==> src/rtl/irqv_pkg.sv <==
package irqv_pkg;
  typedef enum logic [1:0] {
    ST_IDLE = 2'd0,
    ST_REQ  = 2'd1,
    ST_DATA = 2'd2
  } fetch_st_e;
endpackage

==> src/rtl/irqv_pending.sv <==
module irqv_pending #(
  parameter int N  = 8,
  parameter int IW = (N > 1) ? $clog2(N) : 1
) (
  input  logic          clk,
  input  logic          rst,
  input  logic [N-1:0]  lines,
  input  logic          clr_en,
  input  logic [IW-1:0] clr_idx,
  output logic [N-1:0]  pend
);
  logic [N-1:0] clr_mask;

  always_comb begin
    clr_mask = '0;
    if (clr_en) clr_mask[clr_idx] = 1'b1;
  end

  // a live request wins over the clear of the same cycle
  always_ff @(posedge clk) begin
    if (rst) pend <= '0;
    else     pend <= (pend & ~clr_mask) | lines;
  end
endmodule

==> src/rtl/irqv_inservice.sv <==
module irqv_inservice #(
  parameter int N  = 8,
  parameter int IW = (N > 1) ? $clog2(N) : 1
) (
  input  logic          clk,
  input  logic          rst,
  input  logic          push_en,
  input  logic [IW-1:0] push_idx,
  input  logic          pop,
  output logic [N-1:0]  isr
);
  logic [N-1:0] nxt;
  logic         hit;

  always_comb begin
    nxt = isr;
    hit = 1'b0;
    if (pop) begin
      for (int i = 0; i < N; i++) begin
        if (!hit && isr[i]) begin
          nxt[i] = 1'b0;
          hit    = 1'b1;
        end
      end
    end
    if (push_en) nxt[push_idx] = 1'b1;
  end

  always_ff @(posedge clk) begin
    if (rst) isr <= '0;
    else     isr <= nxt;
  end
endmodule

==> src/rtl/irqv_arbiter.sv <==
module irqv_arbiter #(
  parameter int N  = 8,
  parameter int IW = (N > 1) ? $clog2(N) : 1
) (
  input  logic [N-1:0]  pend,
  input  logic [N-1:0]  isr,
  output logic          grant_vld,
  output logic [IW-1:0] grant_idx
);
  logic blocked;

  // walk from most urgent; any active level at or above i blocks i
  always_comb begin
    grant_vld = 1'b0;
    grant_idx = '0;
    blocked   = 1'b0;
    for (int i = 0; i < N; i++) begin
      blocked = blocked | isr[i];
      if (!grant_vld && !blocked && pend[i]) begin
        grant_vld = 1'b1;
        grant_idx = IW'(i);
      end
    end
  end
endmodule

==> src/rtl/irqv_top.sv <==
module irqv_top #(
  parameter int N  = 8,
  parameter int AW = 16,
  parameter int DW = 16
) (
  input  logic          clk,
  input  logic          rst,
  input  logic [N-1:0]  irq_lines,
  input  logic          glb_en,
  input  logic          boundary,
  input  logic          eos,
  input  logic [AW-1:0] tbl_base,
  output logic          rd_req,
  output logic [AW-1:0] rd_addr,
  input  logic [DW-1:0] rd_data,
  output logic          pc_load,
  output logic [DW-1:0] pc_value
);
  import irqv_pkg::*;
  localparam int IW = (N > 1) ? $clog2(N) : 1;

  fetch_st_e     state;
  logic [IW-1:0] sel_idx;
  logic [N-1:0]  pend;
  logic [N-1:0]  isr;
  logic          grant_vld;
  logic [IW-1:0] grant_idx;
  logic          fetch_done;

  assign fetch_done = (state == ST_DATA);

  irqv_pending #(.N(N), .IW(IW)) u_pend (
    .clk(clk), .rst(rst), .lines(irq_lines),
    .clr_en(fetch_done), .clr_idx(sel_idx), .pend(pend)
  );

  irqv_inservice #(.N(N), .IW(IW)) u_isr (
    .clk(clk), .rst(rst), .push_en(fetch_done),
    .push_idx(sel_idx), .pop(eos), .isr(isr)
  );

  irqv_arbiter #(.N(N), .IW(IW)) u_arb (
    .pend(pend), .isr(isr), .grant_vld(grant_vld), .grant_idx(grant_idx)
  );

  always_ff @(posedge clk) begin
    if (rst) begin
      state    <= ST_IDLE;
      sel_idx  <= '0;
      rd_req   <= 1'b0;
      rd_addr  <= '0;
      pc_load  <= 1'b0;
      pc_value <= '0;
    end else begin
      rd_req  <= 1'b0;
      pc_load <= 1'b0;
      case (state)
        ST_IDLE: begin
          if (boundary && glb_en && grant_vld) begin
            sel_idx <= grant_idx;
            rd_req  <= 1'b1;
            rd_addr <= tbl_base + AW'(grant_idx);
            state   <= ST_REQ;
          end
        end
        ST_REQ:  state <= ST_DATA;
        ST_DATA: begin
          pc_value <= rd_data;
          pc_load  <= 1'b1;
          state    <= ST_IDLE;
        end
        default: state <= ST_IDLE;
      endcase
    end
  end
endmodule

==> config.mk <==
export PLATFORM = sky130hd
export DESIGN_NAME = irqv_top
export DESIGN_NICKNAME = d
export VERILOG_FILES = /design/src/rtl/irqv_pkg.sv /design/src/rtl/irqv_pending.sv /design/src/rtl/irqv_inservice.sv /design/src/rtl/irqv_arbiter.sv /design/src/rtl/irqv_top.sv
export SDC_FILE = /design/constraint.sdc
export NUM_CORES = 1
export LEC_CHECK = 0
export ABC_AREA = 1
export BUFFER_PORTS_ARGS = -buffer_cell sky130_fd_sc_hd__buf_2
export CAP_MARGIN = 30
export CELL_PAD_IN_SITES_DETAIL_PLACEMENT = 0
export CELL_PAD_IN_SITES_GLOBAL_PLACEMENT = 1
export CORE_UTILIZATION = 38
export CTS_CLUSTER_SIZE = 25
export DETAILED_ROUTE_END_ITERATION = 7
export PLACE_DENSITY = 0.85
export SETUP_SLACK_MARGIN = 0.5
export SYNTH_ARGS = -nofsm -noshare
export SYNTH_HDL_FRONTEND = slang
export SYNTH_SLANG_ARGS = --single-unit
==> constraint.sdc <==
create_clock -name clk -period 4.9 [get_ports clk]
set_input_delay 0.98 -clock clk [delete_from_list [all_inputs] [get_ports clk]]
set_output_delay 0.98 -clock clk [all_outputs]
set_load 0.02 [all_outputs]
# Yosys cells after proc, flatten, opt, wreduce, memory -nomap -nowiden
# Cells that the tools add are included.
# W data, S select, Z words.
dict set report totals {
  elab_cells 121
  ff_bits 55
  out_inout_bits 34
  n_memories 0
  in_bits 45
  latchBits 0
  ram_bits 0
  mem_bits_ro 0
}
dict set report op_classes {
  n_mul 0
  eq_ne 3
  div_mod_pow 0
  order_cmp 2
  addsub 1
  reduce_logical 50
  bitwise_logic 12
  shift 0
  muxes 45
}
# cell count
set op_table {}
lappend op_table {{$mux W1} 33}
lappend op_table {{$logic_and A1 B1 Y1} 25}
lappend op_table {{$mux W8} 3}
lappend op_table {{$logic_not A1 Y1} 22}
lappend op_table {{$add A16 B3 Y16} 1}
lappend op_table {{$or A8 B8 Y8} 2}
lappend op_table {{$mux W3} 4}
lappend op_table {{$and A8 B8 Y8} 1}
lappend op_table {{$not A8 Y8} 1}
lappend op_table {{$or A1 B1 Y1} 7}
lappend op_table {{$mux W2} 3}
lappend op_table {{$lt A3 B4 Y1 const B} 1}
lappend op_table {{$pmux W2 S2} 1}
lappend op_table {{$demux W1 S3} 1}
lappend op_table {{$ge A3 B1 Y1 const B} 1}
lappend op_table {{$eq A2 B1 Y1 const B} 1}
lappend op_table {{$eq A2 B2 Y1 const B} 1}
lappend op_table {{$logic_not A2 Y1} 1}
lappend op_table {{$ne A2 B2 Y1 const B} 1}
lappend op_table {{$reduce_and A2 Y1} 1}
lappend op_table {{$reduce_or A2 Y1} 1}
lappend op_table {{$not A1 Y1} 1}

# Depth between registers and ports, before layout
# Gate-level depths: netlist (run 1).
dict set report logic_depth {
  ltp_word 34
  depth_mapped 20
  ltp_nobuf 20
}

# Hierarchy
# Synthesis (run 1) repeated with hierarchy kept, for this count alone.
dict set report hier_totals {
  cells_unflattened 412
  area_unflattened_um2 2798.9
}
# mod seq_area_each_um2 instances area_per_inst_um2 cells_per_inst
set by_module_without_submodules {}
lappend by_module_without_submodules {irqv_top 780.7 1 1838.0 263}
lappend by_module_without_submodules {irqv_inservice 160.2 1 369.1 54}
lappend by_module_without_submodules {irqv_pending 160.2 1 331.6 50}
lappend by_module_without_submodules {irqv_arbiter 0.0 1 260.2 45}

# Worst setup path after synthesis (run 1)
# Ideal clock, no wire load.
dict set report synth_timing {
  path_type {register to register}
  start {reg u_isr.isr[0]}
  end {reg rd_addr[14]}
  arrival_time_ps 2363
  t_required_ps 4785
  n_path_buf 0
  slack_ps 2422
  path_stages_with_launch 19
  path_cell_list {dfxtp_1 -> nor2_4 -> nand4_4 -> nor2_4 -> nand2_1 -> inv_1 -> nor2_1 -> nand3_1 -> nand2_1 -> ha_1 -> fa_1 -> a21o_1 -> nand3_1 -> nor2_1 -> xor2_1 -> inv_1 -> nand3_1 -> nand2_1 -> nor2_1}
}
dict set report synth_between {
  elab_cells_between_ends 55
  cone_classes {add/sub (1); mux (15); bitwise (7); reduce/logical (32)}
}
# item line_no
set synth_lines {}
lappend synth_lines {{from (decl)} irqv_inservice.sv:10} ;# output logic [N-1:0] isr
lappend synth_lines {{from (signal assigned)} irqv_inservice.sv:31} ;# else isr <= nxt;
lappend synth_lines {{$logic_not A1 Y1} irqv_arbiter.sv:19} ;# if (!grant_vld && !blocked && pend[i]) begin
lappend synth_lines {{$logic_and A1 B1 Y1} irqv_arbiter.sv:19}
lappend synth_lines {{$mux W1} irqv_arbiter.sv:19}
lappend synth_lines {{$logic_not A1 Y1} irqv_arbiter.sv:19}
lappend synth_lines {{$logic_and A1 B1 Y1 (2 in a row)} irqv_arbiter.sv:19}
lappend synth_lines {{$mux W1} irqv_arbiter.sv:19}
lappend synth_lines {{$logic_not A1 Y1} irqv_arbiter.sv:19}
lappend synth_lines {{$logic_and A1 B1 Y1 (2 in a row)} irqv_arbiter.sv:19}
lappend synth_lines {{[... 13 more ...]} -}
lappend synth_lines {{$logic_not A1 Y1} irqv_arbiter.sv:19}
lappend synth_lines {{$logic_and A1 B1 Y1 (2 in a row)} irqv_arbiter.sv:19}
lappend synth_lines {{$mux W1} irqv_arbiter.sv:19}
lappend synth_lines {{$logic_not A1 Y1} irqv_arbiter.sv:19}
lappend synth_lines {{$logic_and A1 B1 Y1 (2 in a row)} irqv_arbiter.sv:19}
lappend synth_lines {{$mux W3 (*)} irqv_arbiter.sv:19}
lappend synth_lines {{net grant_idx[0]} irqv_top.sv:27} ;# logic [IW-1:0] grant_idx;
lappend synth_lines {{$add A16 B3 Y16 (*)} irqv_top.sv:62} ;# rd_addr <= tbl_base + AW'(grant_idx);
lappend synth_lines {{to (signal assigned)} irqv_top.sv:62}
lappend synth_lines {{to (decl)} irqv_top.sv:14} ;# output logic [AW-1:0] rd_addr,
# The timed path passes the listed nets; every way through them passes the cells marked *.
# A chain may end at the register's enable or synchronous reset.

# Final worst setup path (run 1)
dict set report layout_timing {
  start {reg u_isr.isr[0]}
  end {reg rd_addr[12]}
}
# Same word-level chain as after synthesis.

==> summary.md, run 1 <==
| Metric | Value |
|---|---|
| Vias | `2419` |
| Placer Congestion | `0.838` |
| Fin. Hold Viols | `0` |
| Fmax | `352 MHz` |
| Clock latency on the worst-skew pair | `0.30 ns` |
| Slew headroom | `0.335` |
| Layout cells sized above 1 | `0.218` |
| Setup CP Type | `register to register` |
| Final setup fails | `0` |
| Clk root buf | `clkbuf_8` |
| Number of top-level pins | `79` |
| Vias in the first global route | `2327` |
| Failing checks | `design-rule violations` |
| Arrival time worst endpoint | `3.04 ns` |
| FF/Latch Area | `1100 um2` |
| Die Width | `84.5 um` |
| Largest cells by area after synthesis | `dfxtp_1, nor2_1, nand2_1, a21oi_1, nand3_1` |
| Post-Syn Area | `2590 um2` |
| Final net count | `484` |
| CP Capture Type | `register` |
| Launch point of the worst path | `u_isr.isr[0]` |
| First-pass GRT wire length | `10400 um` |
| Status | `complete, but fails checks` |
| CTS Buf Count | `5` |
| Post-route insts no fill | `512` |
| Synthesized flop and latch total | `55` |
| Clk_skew | `0.0111 ns` |
| Syn Area/Cell | `7.12 um2` |
| Cell taking the most area after synthesis | `dfxtp_1` |
| Pre-Repair DR Iteration Count | `6` |
| Post-Syn Instances | `363` |
| Routed vias/inst | `4.72` |
| Slew Limit Fails | `0` |
| Period utilization | `0.580` |
| Remaining antenna violation count | `0` |
| Htree depth | `2` |
| Reg2reg start | `u_isr.isr[0]` |
| Initial cell density of the core | `0.400` |
| Share of the synthesized area in the top cell type | `0.426` |
| Setup TNS | `0 ns` |
| Post-CTS Setup Bufs | `0` |
| Seq/Total Area, Yosys | `0.426` |
| Crit Path Max Fanout | `6` |
| Reg clk slew, reported paths | `0.10 ns` |
| Die ar. | `7140 um2` |
| Cells after DPL | `505` |
| PostCTS Resize Cnt | `0` |
| Multi-input logic area | `1290 um2` |
| Hold Slack | `0.467 ns` |
| Unique masters post-synth | `27` |
| PwrDens | `300 nW/um2` |
| # diodes | `0` |
| Grt ovf | `0` |
| IO buf count | `78` |
| Total of max-cap violations | `0` |
| Layout area overhead | `20.4%` |
| Total routed wirelength | `6020 um` |
| Hold buffer count at cts | `0` |
| Largest net degree at the start of global routing | `36` |
| Hpwl dp | `4460 um` |
| RSZ-0062 raised after global routing | `no` |
| CP startpoint kind | `register` |
| Fillers | `715` |
| DRT iter0 DRCs | `132` |
| Die Y | `84.5 um` |
| CTS tree | `built` |
| Syn nets | `412` |
| CTS Sinks | `55` |
| Tot Pwr | `935 uW` |
| Row count | `29` |
| HP Class | `register to register` |
| Hold_sp | `u_isr.isr[7]` |
| Tmin final | `2.84 ns` |
| Max clock buf depth | `2` |
| Least-Margin Pin Slew | `0.997 ns` |
| Placeable Area | `6460 um2` |
| Initial antenna violation count | `1` |
| WP data required | `5.09 ns` |
| Number of synthesis warnings | `0` |
| GRT Util Overall | `0.178` |
| DRC violations left | `6` |
| Peak supply drop | `0.000147 V` |
| Lkg Pwr | `0.00158 uW` |
| Post-DR wirelength/cell | `11.8 um` |
[state kept, by name, indices dropped and copies added (netlist names)]
signal and cells:
pc_value 16, rd_addr 16, u_isr.isr 8, u_pend.pend 8, sel_idx 3, state 2
pc_load 1, rd_req 1
[critical path, cell delays in order (launching register included)]
cell     delay (ns)
dfxtp_1        0.36
nor2_4         0.21
nand4_4        0.13
nor2_4         0.15
nand2_1        0.10
inv_1          0.09
nor2_1         0.06
nand3_1        0.06
nand2_1        0.08
ha_1           0.23
fa_1           0.43
a21oi_1        0.17
nor2_1         0.10
nand3_1        0.09
xor2_1         0.22
nand3_1        0.10
nand2_1        0.10
nor2_1         0.05
[cells in the mapped netlist]
master     n
nor2_1    86
nand2_1   58
dfxtp_1   55
a21oi_1   33
inv_1     30
nand3_1   26
o21ai_0   22
clkbuf_1  10
xor2_1    10
nor3_1     4
buf_6      3
ha_1       3
xnor2_1    3
buf_2      2
nand3_2    2
nand3b_1   2
nand4_1    2
nor2_4     2
o31ai_1    2
a21o_1     1
a21oi_2    1
clkinv_1   1
fa_1       1
nand4_2    1
nand4_4    1
nor2_2     1
o41ai_1    1
[power breakdown]
part           switching (uW)  leakage, uW  internal (uW)
Combinational             104      0.00108           63.2
Sequential               12.5     0.000450            470
Clock                     135    0.0000513            150
Total                     252      0.00158            683
[cells in the final DEF, fill, tap and decap left out, types with 3 or more instances in the layout]
cell type / instances
nor2_1: 86
a21oi_1: 33
clkbuf_8: 5
dfxtp_1: 55
xnor2_1: 3
nand2_1: 58
xor2_1: 10
nand3_1: 26
nor3_1: 3
o21ai_0: 22
buf_2: 78
ha_1: 3
inv_1: 30
[metrics by stage]
stage	setup WS [ns]	util	instance area [um2]
5_1_grt	1.80	0.482	3110
6_report	2.06	0.482	3110
2_1_floorplan	2.42	-	2590
3_5_place_dp	2.09	0.466	3010
4_1_cts	2.06	0.482	3110
3_3_place_gp	2.13	0.466	3010
[routing by layer]
layer,global-route usage,vias to the layer above,part of all wire
li1,-,1299,-
met1,0.238,1052,0.49
met2,0.287,62,0.43
met3,0.0521,6,0.075
met4,0.0370,0,0.0085
met5,0,-,0
[worst paths after layout]
check / to / slack (ns) / cells past startpoint
setup reg to reg: rd_addr[12] / 2.06 / 17
hold reg to reg: u_isr.isr[7] / 0.47 / 2
hold / removal: u_isr.isr[7] / 0.47 / 2
setup / recovery: rd_addr[12] / 2.06 / 17
[cells by family (layout without fill, tap and decap cells)]
logic type | count (synthesis) | count (layout) | synth area share
buffers and inverters | 46 | 118 | 0.0764
AND/OR/NAND/NOR | 185 | 185 | 0.310
XOR/XNOR | 13 | 13 | 0.0440
adder cells (fa/ha/maj) | 4 | 4 | 0.0223
AO/OA/AOI/OAI | 60 | 60 | 0.122
flip-flops | 55 | 55 | 0.426
[final cells by class]
class / instances / share of cell area
clock inverter: 1 / 0.00964
sequential: 55 / 0.354
tap: 77 / 0.0309
clock buffer: 6 / 0.0233
inverter: 31 / 0.0374
timing repair buffer: 80 / 0.130
multi-input combinational: 262 / 0.415
Power figures use the tool's default switching activity.
==> run 2: changes to the inputs <==
ABC_AREA = 0   (was 1)
CORE_UTILIZATION = 36   (was 38)
PLACE_DENSITY = 0.79   (was 0.85)
clock period = 2.7 ns   (was 4.9 ns; I/O delays follow)
==> run 2 against run 1 <==
  * The flow now finishes without violations
  * Routed wire length grew 3.0%
  * Worst setup slack lost 1.7 ns
  * Power is 96% higher
  * Die area increased by 1.2%
  * Highest routed layer unchanged
  * Cell count is 9.8% lower
  * Largest power group unchanged
  * Synthesized area down 4.1%
  * Fmax increased by 23%
  * First-iteration DRC count down 51%
  * Sequential power is 87% higher
  * Core utilization is 2.4 points higher
  * Design area grew 5.6%
  * Critical path depth is 5 lower
==> summary.md, run 2 <==
| Metric | Value |
|---|---|
| Simple-gate area share of the yosys netlist | `0.240 (was 0.310)` |
| Syn Area/Cell | `8.41 um2 (was 7.12 um2)` |
| Post-Syn Instances | `295 (was 363)` |
| Max clock buf depth | `2 (unchanged)` |
| Psw | `547 uW (was 252 uW)` |
| Htree depth | `2 (unchanged)` |
| Fin. Hold Viols | `0 (unchanged)` |
| DRT iter0 DRCs | `65 (was 132)` |
| Die ar. | `7230 um2 (was 7140 um2)` |
| CTS tree | `built (unchanged)` |
| Tot Pwr | `1830 uW (was 935 uW)` |
| Clock Power Share | `0.280 (was 0.305)` |
| Clk_skew | `0.0121 ns (was 0.0111 ns)` |
| Share of the synthesized area in the top cell type | `0.444 (was 0.426)` |
| Post-Syn Area | `2480 um2 (was 2590 um2)` |
| Switch share | `0.298 (was 0.269)` |
| Post-DR wirelength/cell | `13.4 um (was 11.8 um)` |
| CTS Sinks | `55 (unchanged)` |
| Post-synth EDFFs | `0 (unchanged)` |
| Setup CP Type | `register to register (unchanged)` |
| Synth Area in Adders | `0.0232 (was 0.0223)` |
| Largest net degree at the start of global routing | `33 (was 36)` |
| Period utilization | `0.858 (was 0.580)` |
| Initial antenna violation count | `0 (was 1)` |
| Arrival time worst endpoint | `2.52 ns (was 3.04 ns)` |
| Tmin final | `2.32 ns (was 2.84 ns)` |
| Crit Path Max Fanout | `4 (was 6)` |
| Hold buffer count at cts | `0 (unchanged)` |
| Slew Limit Fails | `0 (unchanged)` |
| Layout area overhead | `32.6% (was 20.4%)` |
| CP Cell Sequence | `nor2b_1, a311oi_1, nor2_1, a41o_1, ha_2, fa_2, a21oi_4, buf_4, nor3_4, nand2_1, xor2_1, a21oi_1 (was nor2_4, nand4_4, nor2_4, nand2_1, inv_1, nor2_1, nand3_1, nand2_1, ha_1, fa_1, a21oi_1, nor2_1, nand3_1, xor2_1, nand3_1, nand2_1, nor2_1)` |
| Cell with the most instances after synthesis | `dfxtp_1 (was nor2_1)` |
| XOR/XNOR Fraction of Synth Area | `0.0459 (was 0.0440)` |
| HP Class | `primary input to register (was register to register)` |
| Vias | `2334 (was 2419)` |
| Peak supply drop | `0.000256 V (was 0.000147 V)` |
| Pre-CTS setup slack | `0.213 ns (was 2.09 ns)` |
| Remaining antenna violation count | `0 (unchanged)` |
| Ys async rst share | `0 (unchanged)` |
| Compound-cell area share of the yosys netlist | `0.206 (was 0.122)` |
| Die Y | `85.0 um (was 84.5 um)` |
| Layout cells sized above 1 | `0.371 (was 0.218)` |
| First-pass GRT wire length | `10100 um (was 10400 um)` |
| Placeable Area | `6490 um2 (was 6460 um2)` |
| Crit path largest cell delay | `0.37 ns (was 0.43 ns)` |
| CP Capture Type | `register (unchanged)` |
| Routed vias/inst | `5.05 (was 4.72)` |
| WP data required | `2.90 ns (was 5.09 ns)` |
| Seq/Total Area, Yosys | `0.444 (was 0.426)` |
| Slew headroom | `0.534 (was 0.335)` |
| R2R setup slack | `0.38 ns (was 2.06 ns)` |
| Status | `finished clean (was complete, but fails checks)` |
| Initial cell density of the core | `0.382 (was 0.400)` |
| Lkg Pwr | `0.00140 uW (was 0.00158 uW)` |
| Largest cells by area after synthesis | `dfxtp_1, a21oi_1, nand2_1, nor2_1, xnor2_1 (was dfxtp_1, nor2_1, nand2_1, a21oi_1, nand3_1)` |
| Main combinational cell family by area after synthesis | `simple AND/OR/NAND/NOR gates (unchanged)` |
| Fmax | `431 MHz (was 352 MHz)` |
| Final setup fails | `0 (unchanged)` |
| Hpwl dp | `4450 um (was 4460 um)` |
| GRT Util Overall | `0.175 (was 0.178)` |
| Row count | `29 (unchanged)` |
| Placer Congestion | `0.796 (was 0.838)` |
| Synthesized flop and latch total | `55 (unchanged)` |
| # diodes | `0 (unchanged)` |
| Unique masters post-synth | `42 (was 27)` |
| Syn nets | `344 (was 412)` |
| Combinational Power Share | `0.229 (was 0.179)` |
| Number of synthesis warnings | `0 (unchanged)` |
| Number of top-level pins | `79 (unchanged)` |
| Total of max-cap violations | `0 (unchanged)` |
| Reg clk slew, reported paths | `0.10 ns (about the same)` |
| Cell taking the most area after synthesis | `dfxtp_1 (unchanged)` |
| Final net count | `433 (was 484)` |
| Die Width | `85.0 um (was 84.5 um)` |
| IO buf count | `78 (unchanged)` |
| Clk root buf | `clkbuf_8 (unchanged)` |
| Setup TNS | `0 ns (unchanged)` |
| RSZ-0062 raised after global routing | `yes (was no)` |
| Vias in the first global route | `2149 (was 2327)` |
| Least-Margin Pin Slew | `0.700 ns (was 0.997 ns)` |
| Grt ovf | `0 (unchanged)` |
| Commonest non-fill, non-tap cell in the layout | `buf_2 (was nor2_1)` |
| P_int | `1290 uW (was 683 uW)` |
| Commonest register cell after synthesis | `dfxtp_1 (unchanged)` |
| Clock latency on the worst-skew pair | `0.31 ns (was 0.30 ns)` |
| DRC violations left | `0 (was 6)` |
| Top cells by count, synth | `dfxtp_1, nand2_1, a21oi_1 (was nor2_1, nand2_1, dfxtp_1)` |
| Total routed wirelength | `6190 um (was 6020 um)` |
| Mux share of post-synthesis cell area | `0 (unchanged)` |
| Worst path slowest cell | `fa_2 (was fa_1)` |
| Setup ws final | `0.382 ns (was 2.06 ns)` |
| CP startpoint kind | `register (unchanged)` |
| PwrDens | `558 nW/um2 (was 300 nW/um2)` |
| Pre-Repair DR Iteration Count | `4 (was 6)` |
| CTS Buf Count | `5 (unchanged)` |
| Top flop regs | `pc_value (16), rd_addr (16) (unchanged)` |
| Sequential Power Share | `0.491 (was 0.516)` |
| Leading cell types in the layout, fill and taps excluded | `buf_2, nand2_1, dfxtp_1, a21oi_1, nor2_1 (was nor2_1, buf_2, nand2_1, dfxtp_1, a21oi_1)` |
==> run 2: cell count changes in the layout (fill, tap and decap cells not counted), sizes merged, moves of 11 or more <==
cell   before  now
nand3      28   13
nor2       89   23
a21oi      34   45
inv        30    3
buf        80   97
nand2      58   47
==> run 2: power by group through the flow <==
stage	registers (uW)	logic [uW]	clock network, uW
after CTS	901	404	532
after detailed placement	921	352	0
after floorplan	960	201	0
final	901	421	513
after global routing	908	462	571
after global placement	920	353	0
==> run 2: layout make-up <==
cell class / instances / area [um2]
fill: 638 / 3210
tap: 77 / 96.3
sequential: 55 / 1120
clock inverter: 2 / 13.8
inverter: 3 / 11.3
multi-input combinational: 222 / 1420
timing repair buffer: 97 / 533
clock buffer: 6 / 93.8
==> run 2: worst paths after layout <==
path | start | endpoint | cells after the start
min reg2reg | pc_value[15] | pc_value[15] | 2
max | u_pend.pend[5] | rd_addr[14] | 12
min | irq_lines[4] | u_pend.pend[4] | 3
max reg2reg | u_pend.pend[5] | rd_addr[14] | 12
==> run 2: timing repair <==
| item | 4_1_cts | 5_1_grt |
|---|---|---|
| setup buffers | 11 | 5 |
| endpoints found under the setup margin | 13 | 13 |
| pin swaps | 18 | 7 |
| resized for setup | 21 | 5 |
==> run 2: worst max-delay path: cells and delay by family (launching register included) <==
| family | cells | cell delay, ns |
|---|---|---|
| xor gates and xnor gates | 1 | 0.13 |
| DFF | 1 | 0.33 |
| buffers and inverters | 1 | 0.15 |
| and+or+nand+nor | 4 | 0.30 |
| adders and majority gates | 2 | 0.56 |
| AOI/OAI and AO/OA | 4 | 0.74 |
==> run 2: stage by stage <==
stage	util	area [um2]	instances	hold WS (ns)
2_1_floorplan	-	2530	295	0.428
3_3_place_gp	0.454	2950	438	0.438
3_5_place_dp	0.454	2950	438	0.446
4_1_cts	0.497	3230	457	0.421
5_1_grt	0.506	3290	462	0.427
6_report	0.506	3290	462	0.429
==> run 2: cells by family (layout without fill, tap and decap cells) <==
| family | count (synthesis) | in the layout |
|---|---|---|
| AOI/OAI and AO/OA | 83 | 83 |
| xor gates and xnor gates | 13 | 13 |
| adders and majority gates | 4 | 4 |
| buffers and inverters | 18 | 108 |
| DFF | 55 | 55 |
| and+or+nand+nor | 122 | 122 |
==> run 2: per-layer routing <==
| metal | global-route usage | vias up | part of all wire |
|---|---|---|---|
| met5 | 0 | - | 0 |
| met4 | 0.0370 | 0 | 0.0081 |
| met3 | 0.0486 | 5 | 0.074 |
| met2 | 0.274 | 82 | 0.42 |
| met1 | 0.240 | 1045 | 0.49 |
| li1 | - | 1202 | - |
==> run 3: changes to the inputs <==
BUFFER_PORTS_ARGS = not set   (was -buffer_cell sky130_fd_sc_hd__buf_2)
CORE_UTILIZATION = 45   (was 36)
DONT_BUFFER_PORTS = 1   (was not set)
GPL_TIMING_DRIVEN = 0   (was not set)
==> run 3 against run 2 <==
  * Core utilization is 5.3 points higher
  * Cell count is 18% lower
  * Register-to-register slack worse by 0.02 ns
  * Count of clock-buffer cells in the layout is 1 lower
  * First-iteration DRC count is 37% higher
  * Worst setup slack worse by 0.020 ns
  * Non-clock buffer count is 74 lower
  * Die area is 20% lower
  * Routed wire length is 7.4% lower
  * Critical path type unchanged
  * Largest cell class unchanged
  * Largest power group unchanged
==> summary.md, run 3 (synthesis results as in run 2) <==
| Metric | Value |
|---|---|
| Fmax | `428 MHz (was 431 MHz)` |
| Final net count | `359 (was 433)` |
| Initial cell density of the core | `0.477 (was 0.382)` |
| Arrival time worst endpoint | `2.58 ns (was 2.52 ns)` |
| Worst hold stages | `2 (was 3)` |
| Layout area overhead | `17.3% (was 32.6%)` |
| R2R setup slack | `0.36 ns (was 0.38 ns)` |
| GRT Util Overall | `0.192 (was 0.175)` |
| HP Class | `primary input to register (unchanged)` |
| PwrDens | `583 nW/um2 (was 558 nW/um2)` |
| Total of max-cap violations | `0 (unchanged)` |
| Hold buffer count at cts | `0 (unchanged)` |
| CTS tree | `built (unchanged)` |
| Clock latency on the worst-skew pair | `0.31 ns (about the same)` |
| Layout cells sized above 1 | `0.209 (was 0.371)` |
| Routed vias/inst | `5.42 (was 5.05)` |
| Lkg Pwr | `0.00102 uW (was 0.00140 uW)` |
| Setup CP Type | `register to register (unchanged)` |
| Cells after DPL | `365 (was 438)` |
| Top flop regs | `pc_value (16), rd_addr (16) (unchanged)` |
| Placeable Area | `5200 um2 (was 6490 um2)` |
| IO buf count | `0 (was 78)` |
| Hpwl dp | `4200 um (was 4450 um)` |
| Status | `finished clean (unchanged)` |
| Max clock buf depth | `2 (unchanged)` |
| Leading cell types in the layout, fill and taps excluded | `nand2_1, dfxtp_1, a21oi_1, nor2_1, nand3_1 (was buf_2, nand2_1, dfxtp_1, a21oi_1, nor2_1)` |
| Placer Congestion | `0.778 (was 0.796)` |
| Remaining antenna violation count | `0 (unchanged)` |
| Reg clk slew, reported paths | `0.10 ns (about the same)` |
| Clk root buf | `clkbuf_8 (unchanged)` |
| CTS Sinks | `55 (unchanged)` |
| Initial antenna violation count | `0 (unchanged)` |
| First-pass GRT wire length | `8960 um (was 10100 um)` |
| Number of top-level pins | `79 (unchanged)` |
| Die ar. | `5810 um2 (was 7230 um2)` |
| DRT iter0 DRCs | `89 (was 65)` |
| WP data required | `2.94 ns (was 2.90 ns)` |
| Pre-Repair DR Iteration Count | `4 (unchanged)` |
| Hold_sp | `irq_lines[6] (was irq_lines[4])` |
| Setup TNS | `0 ns (unchanged)` |
| Hold EP | `u_pend.pend[6] (was u_pend.pend[4])` |
| Largest net degree at the start of global routing | `18 (was 33)` |
| Worst r2r dst | `rd_addr[12] (was rd_addr[14])` |
| CTS Buf Count | `5 (unchanged)` |
| Die Y | `76.3 um (was 85.0 um)` |
| Slew Limit Fails | `0 (unchanged)` |
| Grt ovf | `0 (unchanged)` |
| Least-Margin Pin Slew | `0.535 ns (was 0.700 ns)` |
| Pre-CTS setup slack | `0.245 ns (was 0.213 ns)` |
| # diodes | `0 (unchanged)` |
| CP startpoint kind | `register (unchanged)` |
| Final setup fails | `0 (unchanged)` |
| Fin. Hold Viols | `0 (unchanged)` |
| DRC violations left | `0 (unchanged)` |
| Vias in the first global route | `1874 (was 2149)` |
| Row count | `26 (was 29)` |
| Slew headroom | `0.643 (was 0.534)` |
| Clk_skew | `0.00429 ns (was 0.0121 ns)` |
| Cells on worst reg2reg path | `11 (was 12)` |
| Hold Slack | `0.347 ns (was 0.429 ns)` |
| Crit Path Max Fanout | `4 (unchanged)` |
| Peak supply drop | `0.000270 V (was 0.000256 V)` |
| Post-DR wirelength/cell | `15.1 um (was 13.4 um)` |
| RSZ-0062 raised after global routing | `yes (unchanged)` |
| Htree depth | `2 (unchanged)` |
| Die Width | `76.3 um (was 85.0 um)` |
| Period utilization | `0.866 (was 0.858)` |
| Vias | `2066 (was 2334)` |
| Reg2reg start | `u_pend.pend[5] (unchanged)` |
| Post-route insts no fill | `381 (was 462)` |
| CP Capture Type | `register (unchanged)` |
| Total routed wirelength | `5740 um (was 6190 um)` |
| Tmin final | `2.34 ns (was 2.32 ns)` |
| Setup ws final | `0.363 ns (was 0.382 ns)` |
## run 3: cell types whose count changed in the layout (fill, tap and decap cells not counted), sizes merged
| cell | previous run | this run |
|---|---|---|
| clkinv | 2 | 1 |
| buf | 97 | 14 |
| clkbuf | 6 | 14 |
| clkinvlp | 0 | 2 |
## run 3: worst max-delay path, stage by stage (launching register included)
cell      delay (ns)
dfxtp_2         0.34
nor2b_4         0.12
a311oi_2        0.25
nor2_1          0.06
a41o_1          0.25
ha_4            0.18
fa_2            0.37
a21oi_4         0.21
nor3_2          0.08
and3_1          0.16
xnor2_1         0.12
a21oi_1         0.14
## run 3: worst max path at each step
stage / startpoint / end / slack, ns / cells past startpoint
after floorplan: u_pend.pend[5] / rd_addr[12] / 0.47 / 11
after global placement: u_isr.isr[1] / rd_addr[5] / 0.27 / 10
after detailed placement: u_isr.isr[3] / rd_addr[13] / 0.24 / 10
after CTS: u_pend.pend[5] / rd_addr[12] / 0.34 / 11
after global routing: u_isr.isr[5] / rd_addr[13] / 0.28 / 10
final: u_pend.pend[5] / rd_addr[12] / 0.36 / 11
## run 3: cell type report
| type | instances | area (um2) |
|---|---|---|
| fillers | 496 | 2290 |
| multi-input cells | 222 | 1450 |
| flip-flops and latches | 55 | 1120 |
| plain buffers | 15 | 91.3 |
| well taps | 70 | 87.6 |
| clock buffers | 5 | 68.8 |
| repair buffers | 8 | 60.1 |
| clock inverters | 3 | 20.0 |
| inverters | 3 | 11.3 |
## run 3: routing by layer
metal  up-vias  track usage  share of wire
met4         0       0.0577          0.010
met5         -            0              0
met3         6       0.0695          0.076
met1       936        0.256           0.48
met2        60        0.289           0.43
li1       1064            -              -
## run 3: what timing repair did
item                       4_1_cts  5_1_grt
setup buffers                    4        4
setup endpoints to repair       13       14
resized for setup                7       22
pin swaps                       11       17
## run 3: stage by stage
stage	power, uW	util	instance area (um2)
final	1700	0.559	2910
after CTS	1680	0.530	2760
after detailed placement	1220	0.503	2620
after global routing	1790	0.559	2910
after floorplan	1160	-	2530
after global placement	1210	0.503	2620
## run 3: where the power goes
part | switching [uW] | leakage (uW) | internal, uW
Combinational | 157 | 0.000525 | 139
Sequential | 90.0 | 0.000455 | 863
Clock | 268 | 0.0000402 | 181
Total | 515 | 0.00102 | 1180
